`src/rtl/shift_bcast_pkg.sv`:
```
package shift_bcast_pkg;
    typedef enum logic {
        SW_PASS = 1'b0,
        SW_ROT  = 1'b1
    } sw_mode_e;
endpackage

```
`src/rtl/rot_cell.sv`:
```
module rot_cell
    import shift_bcast_pkg::*;
#(
    parameter int W = 4
) (
    input  logic [W-1:0] bus_i,
    input  sw_mode_e     mode_i,
    output logic [W-1:0] bus_o,
    output logic         carry_o
);
    always_comb begin
        if (mode_i == SW_ROT) begin
            bus_o   = {bus_i[W-2:0], bus_i[W-1]};
            carry_o = bus_i[W-1];
        end else begin
            bus_o   = bus_i;
            carry_o = 1'b0;
        end
    end
endmodule

```
`src/rtl/tok_encoder.sv`:
```
module tok_encoder #(
    parameter int W  = 4,
    parameter int LW = $clog2(W)
) (
    input  logic [W-1:0]  tok_i,
    output logic [LW-1:0] idx_o
);
    always_comb begin
        idx_o = '0;
        for (int k = 0; k < W; k++) begin
            if (tok_i[k]) idx_o = idx_o | LW'(k);
        end
    end
endmodule

```
`src/rtl/grp_reduce.sv`:
```
module grp_reduce #(
    parameter int W = 4,
    parameter int N = W * W - 1
) (
    input  logic [N-1:0] rot_i,
    output logic [W-2:0] grp_o
);
    // Group g (g >= 1) covers switches g*W-1 .. g*W+W-2
    for (genvar g = 1; g < W; g++) begin : g_grp
        assign grp_o[g-1] = |rot_i[g*W-1 +: W];
    end
endmodule

```
`src/rtl/shift_bcast_array.sv`:
```
module shift_bcast_array
    import shift_bcast_pkg::*;
#(
    parameter int W  = 4,
    parameter int N  = W * W - 1,
    parameter int LW = $clog2(W)
) (
    input  logic              clk,
    input  logic              rst_n,
    input  logic              start_i,
    input  logic [W-1:0]      buf_i,
    input  logic [N-1:0]      state_i,
    output logic [N*W-1:0]    tap_o,
    output logic [N*LW-1:0]   digit_o,
    output logic [N-1:0]      rot_o,
    output logic [W-2:0]      grp_o,
    output logic              done_o,
    output logic              err_o
);
    typedef struct packed {
        logic [N*W-1:0]  tap;
        logic [N*LW-1:0] dig;
        logic [N-1:0]    rot;
        logic [W-2:0]    grp;
        logic            done;
        logic            err;
        logic            base_zero;
    } res_t;

    logic [W-1:0]    lane [0:N];
    logic [N*W-1:0]  tap_c;
    logic [N*LW-1:0] dig_c;
    logic [N-1:0]    rot_c;
    logic [W-2:0]    grp_c;
    logic            buf_ok;
    res_t            res_d, res_q;

    assign lane[0] = buf_i;

    for (genvar j = 0; j < N; j++) begin : g_sw
        rot_cell #(.W(W)) u_cell (
            .bus_i   (lane[j]),
            .mode_i  (sw_mode_e'(state_i[j])),
            .bus_o   (lane[j+1]),
            .carry_o (rot_c[j])
        );
        tok_encoder #(.W(W), .LW(LW)) u_enc (
            .tok_i (lane[j+1]),
            .idx_o (dig_c[j*LW +: LW])
        );
        assign tap_c[j*W +: W] = lane[j+1];
    end

    grp_reduce #(.W(W), .N(N)) u_grp (
        .rot_i (rot_c),
        .grp_o (grp_c)
    );

    assign buf_ok = (buf_i != '0) && ((buf_i & (buf_i - 1'b1)) == '0);

    always_comb begin
        res_d      = res_q;
        res_d.done = 1'b0;
        res_d.err  = 1'b0;
        if (start_i) begin
            if (buf_ok) begin
                res_d.tap       = tap_c;
                res_d.dig       = dig_c;
                res_d.rot       = rot_c;
                res_d.grp       = grp_c;
                res_d.done      = 1'b1;
                res_d.base_zero = buf_i[0];
            end else begin
                res_d.err = 1'b1;
            end
        end
    end

    always_ff @(posedge clk) begin
        if (!rst_n) res_q <= '0;
        else        res_q <= res_d;
    end

    assign tap_o   = res_q.tap;
    assign digit_o = res_q.dig;
    assign rot_o   = res_q.rot;
    assign grp_o   = res_q.grp;
    assign done_o  = res_q.done;
    assign err_o   = res_q.err;

    // results follow a valid start by exactly one cycle
    a_r9_done_latency: assert property (@(posedge clk) disable iff (!rst_n)
        start_i && buf_ok |=> done_o);

    // an error never coincides with new results
    a_r10_err_no_update: assert property (@(posedge clk) disable iff (!rst_n)
        err_o |-> !done_o && $stable(tap_o) && $stable(rot_o));

    // nothing moves without a start
    a_r11_hold: assert property (@(posedge clk) disable iff (!rst_n)
        !$past(start_i) |-> $stable(tap_o) && $stable(digit_o) && $stable(rot_o) && $stable(grp_o));

    // with a zero buffer, group ORs count the carries exactly
    a_r7_grp_count: assert property (@(posedge clk) disable iff (!rst_n)
        done_o && res_q.base_zero |-> $countones(rot_o) == $countones(grp_o));

    // one carry at most per group
    a_r6_first_group: assert property (@(posedge clk) disable iff (!rst_n)
        done_o |-> $countones(rot_o[W-2:0]) <= 1);
    for (genvar g = 1; g < W; g++) begin : g_chk_grp
        a_r6_one_per_group: assert property (@(posedge clk) disable iff (!rst_n)
            done_o |-> $countones(rot_o[g*W-1 +: W]) <= 1);
    end

    // each digit points at the set line of its tap
    for (genvar j = 0; j < N; j++) begin : g_chk_dig
        a_r8_digit_points: assert property (@(posedge clk) disable iff (!rst_n)
            done_o |-> tap_o[j*W + int'(digit_o[j*LW +: LW])] == 1'b1);
    end
endmodule

```
`config.mk`:
```
export PLATFORM = sky130hd
export DESIGN_NAME = shift_bcast_array
export DESIGN_NICKNAME = d
export VERILOG_FILES = /design/src/rtl/shift_bcast_pkg.sv /design/src/rtl/rot_cell.sv /design/src/rtl/tok_encoder.sv /design/src/rtl/grp_reduce.sv /design/src/rtl/shift_bcast_array.sv
export SDC_FILE = /design/constraint.sdc
export NUM_CORES = 1
export LEC_CHECK = 0
export ABC_AREA = 1
export BUFFER_PORTS_ARGS = -buffer_cell sky130_fd_sc_hd__clkbuf_2
export CAP_MARGIN = 20
export CORE_ASPECT_RATIO = 0.5
export CORE_MARGIN = 4
export CORE_UTILIZATION = 37
export CTS_CLUSTER_SIZE = 40
export DETAILED_ROUTE_END_ITERATION = 10
export PLACE_DENSITY_LB_ADDON = 0.05
export SYNTH_ARGS = -nofsm -noshare
export SYNTH_HDL_FRONTEND = slang
export SYNTH_SLANG_ARGS = --single-unit
```
`constraint.sdc`:
```
create_clock -name clk -period 3.3 [get_ports clk]
set_clock_uncertainty 0.05 [all_clocks]
set_input_delay 0.495 -clock clk [delete_from_list [all_inputs] [get_ports clk]]
set_output_delay 0.495 -clock clk [all_outputs]
set_load 0.01 [all_outputs]
```
* After elaboration in Yosys (flattened, before gate mapping)
Index checks and enable logic that the tools add are counted.
** Storage, ports and cells
- Register bits after elaboration :: 110
- Latch bits :: 0
- Bits in writable memories :: 0
- Memory bits (read-only) :: 0
- Output and inout bits :: 110
- Memories kept :: 0
** Cells by class
- $add $sub $neg :: 1
- $mul :: 0
- Divide/modulo/power cells :: 0
- Magnitude comparators :: 0
- Equality and inequality tests :: 0
- Shift-type cells :: 0
- Mux-type cells :: 77
- Bitwise gates (word level) :: 1
- Reduce and logical (&&, ||, !) cells :: 8
** Operators with widths (number)
- $mux W2 :: 30
- $mux W4 :: 15
- $mux W1 :: 32
- $reduce_or A4 Y1 :: 3
- $and A4 B4 Y4 :: 1
- $logic_not A4 Y1 :: 1
- $reduce_and A2 Y1 :: 2
- $reduce_bool A4 Y1 :: 1
- $sub A4 B1 Y4 const B :: 1
- $logic_and A1 B1 Y1 :: 1

* Depth between registers and ports, before layout
Gate-level depths: netlist of the first run.
- Depth in word-level cells :: 18
- Gate-level depth with buffers :: 33
- Depth with buffers taken out :: 33

* Hierarchy
A second synthesis of the first run with hierarchy kept.
** Unflattened totals
- Cells, all modules :: 1236
- Area total of the unflattened synthesis :: 6761.5 um2
** By module, submodules not included
- shift_bcast_array :: instances 1, cells each 942, area an instance 5657.9 um2, sequential area each 2202.1 um2
- rot_cell :: instances 15, cells each 14, area an instance 52.6 um2, sequential area each 0.0 um2
- tok_encoder :: instances 15, cells each 5, area an instance 18.8 um2, sequential area each 0.0 um2
- grp_reduce :: instances 1, cells each 9, area an instance 33.8 um2, sequential area each 0.0 um2

* Worst setup path before layout of the first run
No wires, ideal clock.
- Path type :: input port to flip-flop
- From :: input buf_i[2]
- To :: register res_q, in the netlist digit_o[28]
- Library setup time :: 128 ps
- Arrival :: 2577 ps
- Required time :: 3122 ps
- Slack :: 546 ps
- Stages :: 26
- Path buffers :: 0
- Cells stage by stage :: inv_1 > nand2_1 > nand3_2 > nand2_1 > nand2_1 > nand2_1 > nand2_1 > nand2_2 > nand2_2 > nand2_1 > nand2_2 > nand2_1 > nand2_2 > nand2_4 > nand2_2 > nand3_2 > nand3_2 > nand3_1 > nand3_1 > nand3_1 > nand3_1 > nand3_1 > nand3_2 > nand2_1 > nor2_1 > nor2_1
** Between the ends
- Longest elaborated chain between the ends :: 18
- Elaborated cells between the ends (all ways) :: 24
** RTL lines
- start, declared :: line shift_bcast_array.sv:11 : input logic [W-1:0] buf_i,
- $mux W4 (15 in series) :: line rot_cell.sv:12 : if (mode_i == SW_ROT) begin
- $mux W1 :: line tok_encoder.sv:11 : if (tok_i[k]) idx_o = idx_o | LW'(k);
- $mux W2 (2 in series) :: line tok_encoder.sv:11
- end signal, assigned :: line shift_bcast_array.sv:81 : else res_q <= res_d;
- end, declared :: line shift_bcast_array.sv:36 : res_t res_d, res_q;
Parallel ways exist; a longest one is shown, timed or not.
A chain may end at the register's enable or synchronous reset.

* Worst setup path after layout of the first run
Same ends and word-level chain as after synthesis.

==> metrics, run 1 <==
commonest non-fill, non-tap cell in the layout nand2_1; router iterations before antenna repair 4; most frequent cells in the layout nand2_1, clkbuf_2, dfxtp_1; largest net degree at the start of global routing 66; pre-CTS WS -0.0622 ns; synthesized area per cell 7.47 sq um; initial antenna violation count 0; Final Slew Violations 0; CTS max path bufs 2; CTS H-tree lvls 3; final worst path period share 91.9%; dpl hpwl 10500 um; ANT nets after route 0; row cnt 29; final hold vios 0; total CTS buffers 9; Initial Util 38.5%; GRT Util Overall 18.8%; WL final 14500 um; DIE WIDTH 172 um; vias 4813; post-CTS setup buffers 0; DRC errors left 0; area grow syn2layout 26.7%; Arrival @ worst endpoint 3.19 ns; worst slew pin tran 0.728 ns; Final nets 826; number of buffers added on ports 131; fmax 330 MHz; Mapped Cells 666; chip height 90.0 um; setup ws final 0.267 ns; number of clock sinks 110; via-per-instance ratio 4.92; I/O Pins 132; worst skew pair latency 0.34 ns; Worst slew margin 51.5%; area of the mapped netlist 4970 sq um; hold slack 0.317 ns; Seq/Total Area, Yosys 44.3%; core area 12900 sq um; Final Wtd Congestion 0.845; grt ovf 0; Avg WL per Cell 14.8 um; Worst Hold Class input pin to register; 1st-iter DRT viols 222; die area 15500 sq um; Worst Setup End Kind register; YS warnings 0; CTS tree done; Crit path required time 3.46 ns; CP Class input pin to register; startpoint types input pin; final cell count without fillers 979; global-route wire length before repair 24000 um; Placed Instances 963; post-synthesis register bit count 110; Total Power 3.15 mW; Max-cap violations 0; vias in the first global route 4632; Root Buffer clkbuf_16; Syn Nets 688; Pleak 3.09 nW; Crit Path Max Fanout 4; Peak VDD IR 254 uV; fin crit period 3.03 ns; clock-pin slew on the worst setup and hold paths 0.07 ns; status completed; total negative slack 0 ns; Setup Viol. Count Final 0; Yosys cell types 27; # diodes 0; layout cell share with drive strength beyond 1 31.6%; Cell Pwr Density 500 nW/um^2
## registers in the layout (all words and copies together) (netlist names)
register,count
err_o,1
tap_o,60
rot_o,15
done_o,1
grp_o,3
digit_o,30
## path summary, 6_finish.rpt
path / to / slack (ns) / depth (start not counted) / from
hold / removal: err_o / 0.32 / 3 / start_i
hold reg to reg: tap_o[51] / 0.41 / 2 / tap_o[51]
setup reg to reg: tap_o[36] / 2.49 / 3 / tap_o[36]
setup / recovery: digit_o[28] / 0.27 / 27 / buf_i[2]
## routing by layer
| metal | share of wire (%) | vias up | global-route usage, % | wire, um |
|---|---|---|---|---|
| li1 | - | 2514 | - | - |
| met1 | 54 | 2195 | 29.0 | 7780 |
| met2 | 41 | 92 | 26.8 | 5940 |
| met3 | 5.0 | 12 | 4.69 | 722 |
| met4 | 0.61 | 0 | 2.94 | 88 |
| met5 | 0 | - | 0 | 0 |
## per-stage QoR
step                utilization (%)  cell area, sq um
floorplan                         -              4970
global placement               46.0              5940
detailed placement             46.0              5940
CTS                            48.2              6220
global route                   48.8              6300
finish                         48.8              6300
## cell type report
type,instances,area (sq um)
Inverter,50,190
Multi-Input combinational cell,476,2550
Fill cell,1375,6620
Clock inverter,4,32.5
Clock buffer,12,246
Sequential cell,110,2200
Timing Repair Buffer,157,863
Tap cell,170,213
## Yosys cell counts (all sizes together)
| cell type | instances | share of area (%) |
|---|---|---|
| o2111ai | 1 | 0.18 |
| o21ai | 21 | 2.1 |
| a31oi | 20 | 2.5 |
| a22oi | 6 | 0.91 |
| clkbuf | 27 | 2.0 |
| a41oi | 2 | 0.35 |
| nand4 | 1 | 0.13 |
| o21bai | 3 | 0.45 |
| inv | 49 | 3.7 |
| o21a | 1 | 0.15 |
| o211a | 2 | 0.40 |
| dfxtp | 110 | 44 |
| clkinv | 1 | 0.075 |
| nor2 | 14 | 1.1 |
| o221a | 1 | 0.23 |
| buf | 3 | 0.25 |
| o31ai | 1 | 0.15 |
| nand2 | 210 | 18 |
| a21oi | 61 | 6.1 |
| nand3 | 130 | 17 |
| a21o | 2 | 0.30 |
## worst max-delay path: stages
cell and delay [ns]:
clkbuf_2 0.11, inv_1 0.09, nand2_1 0.12, nand3_2 0.13, nand2_1 0.06, nand2_1 0.10, nand2_1 0.06, nand2_1 0.10
nand2_2 0.08, nand2_2 0.10, nand2_1 0.07, nand2_2 0.09, nand2_1 0.07, nand2_2 0.09, nand2_4 0.06, nand2_2 0.10
nand3_4 0.10, nand3_2 0.14, nand3_1 0.12, nand3_1 0.15, nand3_1 0.16, nand3_1 0.17, nand3_1 0.10, nand3_2 0.11
nand2_1 0.06, nor2_1 0.09, nor2_1 0.04
## logic make-up after synthesis
logic type      Yosys count  synth area share [%]
flops                   110                  44.3
buf+inv                  80                  6.06
simple gates            355                  35.8
compound gates          121                  13.9
## repair_timing
action	CTS	global route
endpoints found under the setup margin	0	8
gates resized for setup	0	16
hold buffers	0	0
## power breakdown
| part | switching (mW) | internal [mW] | total (mW) |
|---|---|---|---|
| Combinational | 0.416 | 0.240 | 0.656 |
| Clock | 0.507 | 0.538 | 1.04 |
| Sequential | 0.0425 | 1.41 | 1.45 |
| Total | 0.966 | 2.19 | 3.15 |
(Power assumes the default switching activity.)
==> run 2: changes to the inputs <==
BUFFER_PORTS_ARGS = unset   (was -buffer_cell sky130_fd_sc_hd__clkbuf_2)
DONT_BUFFER_PORTS = 1   (was unset)
==> run 2 against run 1 <==
  * Clock power rose by 5%
  * Sequential power grew 4%
  * Wire length decreased by 2.6%
  * Hold slack lost 0.12 ns
  * Critical path depth down 5
  * Global-route usage decreased by 0.77 points
  * First-iteration DRC count increased by 9.5%
  * Total power down 3.7%
  * Setup slack improved by 0.080 ns
  * Sequential cell count is the same
  * Die area unchanged
  * Largest cell class unchanged
==> metrics, run 2 (synthesized netlist as in run 1, its figures left out) <==
DIE WIDTH 172 um (unchanged); ANT nets after route 0 (unchanged); Root Buffer clkbuf_16 (unchanged); met3 usage 7.32% (was 4.69%); setup ws final 0.346 ns (was 0.267 ns); Placed Instances 811 (was 963); switching share of power 28.9% (was 30.6%); Cell Pwr Density 561 nW/um^2 (was 500 nW/um^2); max FFs per register 60 (unchanged); final cell count without fillers 825 (was 979); Peak VDD IR 229 uV (was 254 uV); Hold-fix buffers, CTS 0 (unchanged); status completed (unchanged); Arrival @ worst endpoint 3.11 ns (was 3.19 ns); worst skew pair latency 0.34 ns (about the same); Final Slew Violations 0 (unchanged); worst slew pin tran 0.710 ns (was 0.728 ns); Logic pwr share 14.5% (was 20.8%); row cnt 29 (unchanged); Hold Path Stages 2 (was 3); Pint 2.16 mW (was 2.19 mW); core area 12900 sq um (unchanged); I/O Pins 132 (unchanged); # diodes 0 (unchanged); number of clock sinks 110 (unchanged); CTS H-tree lvls 3 (unchanged); M2 GR Usage 25.7% (was 26.8%); Crit Path Max Fanout 4 (unchanged); dpl hpwl 10000 um (was 10500 um); Avg WL per Cell 17.2 um (was 14.8 um); Crit path required time 3.46 ns (about the same); final hold vios 0 (unchanged); Reg-to-Reg End digit_o[9] (was tap_o[36]); RR Startpoint digit_o[9] (was tap_o[36]); reg-to-reg slack, setup 2.44 ns (was 2.49 ns); Fill cells 1372 (was 1375); number of buffers added on ports 0 (was 131); die area 15500 sq um (unchanged); GR met1 Demand/Resource 25.7% (was 29.0%); global-route wire length before repair 22500 um (was 24000 um); CTS tree done (unchanged); unrepaired setup endpoints after global routing false; Switch Pwr 0.877 mW (was 0.966 mW); total negative slack 0 ns (unchanged); Initial Util 38.5% (unchanged); Final Wtd Congestion 0.841 (was 0.845); chip height 90.0 um (unchanged); Max-cap violations 0 (unchanged); clock-pin slew on the worst setup and hold paths 0.07 ns (about the same); fmax 339 MHz (was 330 MHz); Worst slew margin 52.7% (was 51.5%); area grow syn2layout 8.71% (was 26.7%); total CTS buffers 9 (unchanged); grt ovf 0 (unchanged); post-CTS resize count 0 (unchanged); pre-CTS WS 0.0262 ns (was -0.0622 ns); Most Crowded Layer GR met2 (was met1); largest net degree at the start of global routing 66 (unchanged); sequential power share 49.6% (was 46.0%); Worst Hold Class input pin to register (unchanged); Setup Viol. Count Final 0 (unchanged); router iterations before antenna repair 4 (unchanged); via-per-instance ratio 5.29 (was 4.92); Pleak 2.38 nW (was 3.09 nW); R2R cell count 4 (was 3); most frequent cells in the layout nand2_1, dfxtp_1, nand3_1 (was nand2_1, clkbuf_2, dfxtp_1); DRC errors left 0 (unchanged); vias 4368 (was 4813); Hold Path End digit_o[23] (was err_o); Hold Startpoint rst_n (was start_i); startpoint types input pin (unchanged); CP Class input pin to register (unchanged); commonest non-fill, non-tap cell in the layout nand2_1 (unchanged); Worst Setup End Kind register (unchanged); Final nets 674 (was 826); initial antenna violation count 0 (unchanged); proportion of power drawn by the clock network 35.9% (was 33.1%); final worst path period share 89.5% (was 91.9%); post-CTS setup buffers 0 (unchanged); GRT Util Overall 18.1% (was 18.8%); CTS max path bufs 2 (unchanged); vias in the first global route 4004 (was 4632); fin crit period 2.95 ns (was 3.03 ns); 1st-iter DRT viols 243 (was 222); layout cell share with drive strength beyond 1 13.7% (was 31.6%); WL final 14200 um (was 14500 um)
-- run 2: cell count changes in the layout (fill, tap and decap cells not counted) --
cell	previous run	this run
buf_12	1	0
nand3_2	43	33
nand2_2	27	26
clkbuf_1	2	1
nand2_1	178	179
clkinv_4	2	1
nand3_1	84	96
bufinv_16	0	1
buf_4	25	5
clkinvlp_4	2	1
nand3_4	3	1
inv_2	4	5
clkbuf_2	131	0
inv_4	1	0
-- run 2: worst max path at each step --
stage,slack [ns],cells after the start,start,to
global placement,0.03,24,buf_i[2],digit_o[28]
finish,0.35,22,buf_i[2],digit_o[28]
detailed placement,0.03,22,buf_i[2],digit_o[28]
global route,0.003,24,buf_i[2],digit_o[28]
floorplan,0.55,26,buf_i[2],digit_o[28]
CTS,0.38,24,buf_i[2],digit_o[28]
-- run 2: stage by stage --
| step | cell area [sq um] | hold slack [ns] | util [%] | total power [mW] |
|---|---|---|---|---|
| floorplan | 4970 | 0.429 | - | 1.88 |
| global placement | 5120 | 0.451 | 39.6 | 1.98 |
| detailed placement | 5120 | 0.454 | 39.6 | 1.98 |
| CTS | 5410 | 0.190 | 41.8 | 3.08 |
| global route | 5410 | 0.190 | 41.8 | 3.19 |
| finish | 5410 | 0.200 | 41.8 | 3.03 |
-- run 2: cell type report --
type / count / area, sq um / share of cell area, %
Sequential cell: 110 / 2200 / 40.7
Clock buffer: 11 / 243 / 4.49
Multi-Input combinational cell: 476 / 2480 / 45.8
Clock inverter: 3 / 46.3 / 0.856
Inverter: 50 / 188 / 3.47
Tap cell: 170 / 213 / 3.94
Timing Repair Buffer: 5 / 37.5 / 0.694
-- run 2: power by group through the flow --
stage          clock network [mW]  registers (mW)  logic [mW]
4_1_cts                      1.12            1.51       0.442
5_1_grt                      1.17            1.52       0.505
6_report                     1.09            1.51       0.441
3_5_place_dp                    0            1.54       0.440
3_3_place_gp                    0            1.54       0.439
2_1_floorplan                   0            1.52       0.361
-- run 2: critical path: stages --
cell     delay, ns
inv_1         0.06
nand2_1       0.12
nand3_2       0.14
nand2_1       0.07
nand2_1       0.09
nand3_1       0.13
nand3_1       0.17
nand2_1       0.09
nand2_1       0.08
nand3_1       0.09
nand3_1       0.20
nand3_1       0.17
nand3_2       0.13
nand3_1       0.14
nand3_1       0.14
nand3_1       0.18
nand3_1       0.18
nand3_1       0.11
nand3_2       0.10
nand2_1       0.06
nor2_1        0.10
nor2_1        0.04
-- run 2: routing by layer --
layer / vias to the layer above / part of all wire [%]
met2: 119 / 41
met3: 10 / 9.3
met5: - / 0
li1: 2207 / -
met4: 0 / 0.95
met1: 2032 / 48
==> run 3: changes to the inputs <==
RECOVER_POWER = 50   (was unset)
SLEW_MARGIN = 20   (was unset)
==> run 3 against run 2 <==
  * Total power about the same
  * Via count about the same
  * Cell area unchanged
  * Non-clock buffer count unchanged
  * Die area unchanged
==> metrics, run 3 (synthesized netlist as in run 1, its figures left out) <==
status completed (unchanged); CTS tree done (unchanged); clock-pin slew on the worst setup and hold paths 0.07 ns (about the same); worst slew pin tran 0.710 ns (about the same); number of clock sinks 110 (unchanged); router iterations before antenna repair 4 (unchanged); Pleak 2.38 nW (unchanged); die area 15500 sq um (unchanged); 1st-iter DRT viols 243 (unchanged); CTS max path bufs 2 (unchanged); GRT Util Overall 18.1% (unchanged); dpl hpwl 10000 um (unchanged); Cell Pwr Density 562 nW/um^2 (was 561 nW/um^2); layout cell share with drive strength beyond 1 13.6% (was 13.7%); Worst slew margin 52.7% (about the same); final worst path period share 89.5% (about the same); worst skew pair latency 0.34 ns (about the same); Peak VDD IR 229 uV (about the same); max FFs per register 60 (unchanged); wire length on met2 5870 um (about the same); global-route wire length before repair 22500 um (unchanged); WL final 14200 um (about the same); total CTS buffers 9 (unchanged); via-per-instance ratio 5.30 (was 5.29); Final Slew Violations 0 (unchanged); chip height 90.0 um (unchanged); unrepaired setup endpoints after global routing false (unchanged); initial antenna violation count 0 (unchanged); placed cell area 5120 sq um (unchanged); fin util 41.8% (unchanged); area grow syn2layout 8.71% (unchanged); ANT nets after route 0 (unchanged); fin crit period 2.96 ns (was 2.95 ns); Avg WL per Cell 17.2 um (about the same); Hold-fix buffers, CTS 0 (unchanged); Final nets 674 (unchanged); startpoint types input pin (unchanged); row cnt 29 (unchanged); Root Buffer clkbuf_16 (unchanged); core area 12900 sq um (unchanged); R2R cell count 4 (unchanged); met1 wire length 6860 um (was 6840 um); final hold vios 0 (unchanged); Worst Setup End Kind register (unchanged); commonest non-fill, non-tap cell in the layout nand2_1 (unchanged); vias in the first global route 4004 (unchanged); grt ovf 0 (unchanged); Max-cap violations 0 (unchanged); vias 4370 (was 4368); fmax 338 MHz (was 339 MHz); largest net degree at the start of global routing 66 (unchanged); CTS H-tree lvls 3 (unchanged); Initial Util 38.5% (unchanged); Arrival @ worst endpoint 3.11 ns (about the same); total negative slack 0 ns (unchanged); Crit path required time 3.46 ns (about the same); CP Class input pin to register (unchanged); most frequent cells in the layout nand2_1, dfxtp_1, nand3_1 (unchanged); # diodes 0 (unchanged); post-CTS setup buffers 0 (unchanged); number of buffers added on ports 0 (unchanged); Crit Path Max Fanout 4 (unchanged); DIE WIDTH 172 um (unchanged); Hold Path Stages 2 (unchanged); Final Wtd Congestion 0.841 (unchanged); post-CTS resize count 0 (unchanged); Worst Hold Class input pin to register (unchanged); post-route cell area 5410 sq um (unchanged); routed wl met3 1310 um (about the same); I/O Pins 132 (unchanged); DRC errors left 0 (unchanged); Setup Viol. Count Final 0 (unchanged); Top Metal Used met4 (unchanged)
-- run 3: cell counts in the layout (fill, tap and decap cells not counted) --
Identical to the previous run, type by type.
-- run 3: area by class of cell --
type / count / area, sq um
multi-input combinational: 476 / 2480
tap: 170 / 213
timing repair buffer: 5 / 37.5
clock inverter: 3 / 46.3
inverter: 50 / 188
clock buffer: 11 / 243
sequential: 110 / 2200
fill: 1372 / 7510
-- run 3: per-layer routing --
layer	track usage [%]	up-vias
li1	-	2207
met1	25.7	2034
met2	25.7	119
met3	7.32	10
met4	3.60	0
met5	0	-
-- run 3: where the power goes --
part	internal (mW)	switching, mW	leakage, nW	total (mW)
sequential	1.41	0.0968	0.897	1.51
combinational	0.145	0.296	1.34	0.441
clock	0.604	0.484	0.138	1.09
total	2.16	0.877	2.38	3.04
-- run 3: path summary, 6_finish.rpt --
kind | end | slack (ns) | from
worst max-delay path | digit_o[28] | 0.34 | buf_i[2]
worst max register to register | digit_o[9] | 2.44 | digit_o[9]
worst min-delay path | digit_o[23] | 0.20 | rst_n
worst min register to register | tap_o[30] | 0.46 | tap_o[30]
-- run 3: critical path, cell delays in order --
cell     delay (ns)
inv_1          0.06
nand2_1        0.12
nand3_2        0.14
nand2_1        0.07
nand2_1        0.09
nand3_1        0.13
nand3_1        0.17
nand2_1        0.09
nand2_1        0.08
nand3_1        0.09
nand3_1        0.21
nand3_1        0.17
nand3_2        0.13
nand3_1        0.14
nand3_1        0.14
nand3_1        0.18
nand3_1        0.18
nand3_1        0.11
nand3_2        0.10
nand2_1        0.06
nor2_1         0.10
nor2_1         0.04
-- run 3: stage by stage --
step / cells / hold WS (ns) / setup slack [ns] / total power, mW
6_report: 825 / 0.200 / 0.345 / 3.04
5_1_grt: 825 / 0.190 / 0.00275 / 3.19
4_1_cts: 825 / 0.190 / 0.384 / 3.08
3_5_place_dp: 811 / 0.454 / 0.0262 / 1.98
3_3_place_gp: 811 / 0.451 / 0.0294 / 1.98
2_1_floorplan: 666 / 0.429 / 0.546 / 1.88
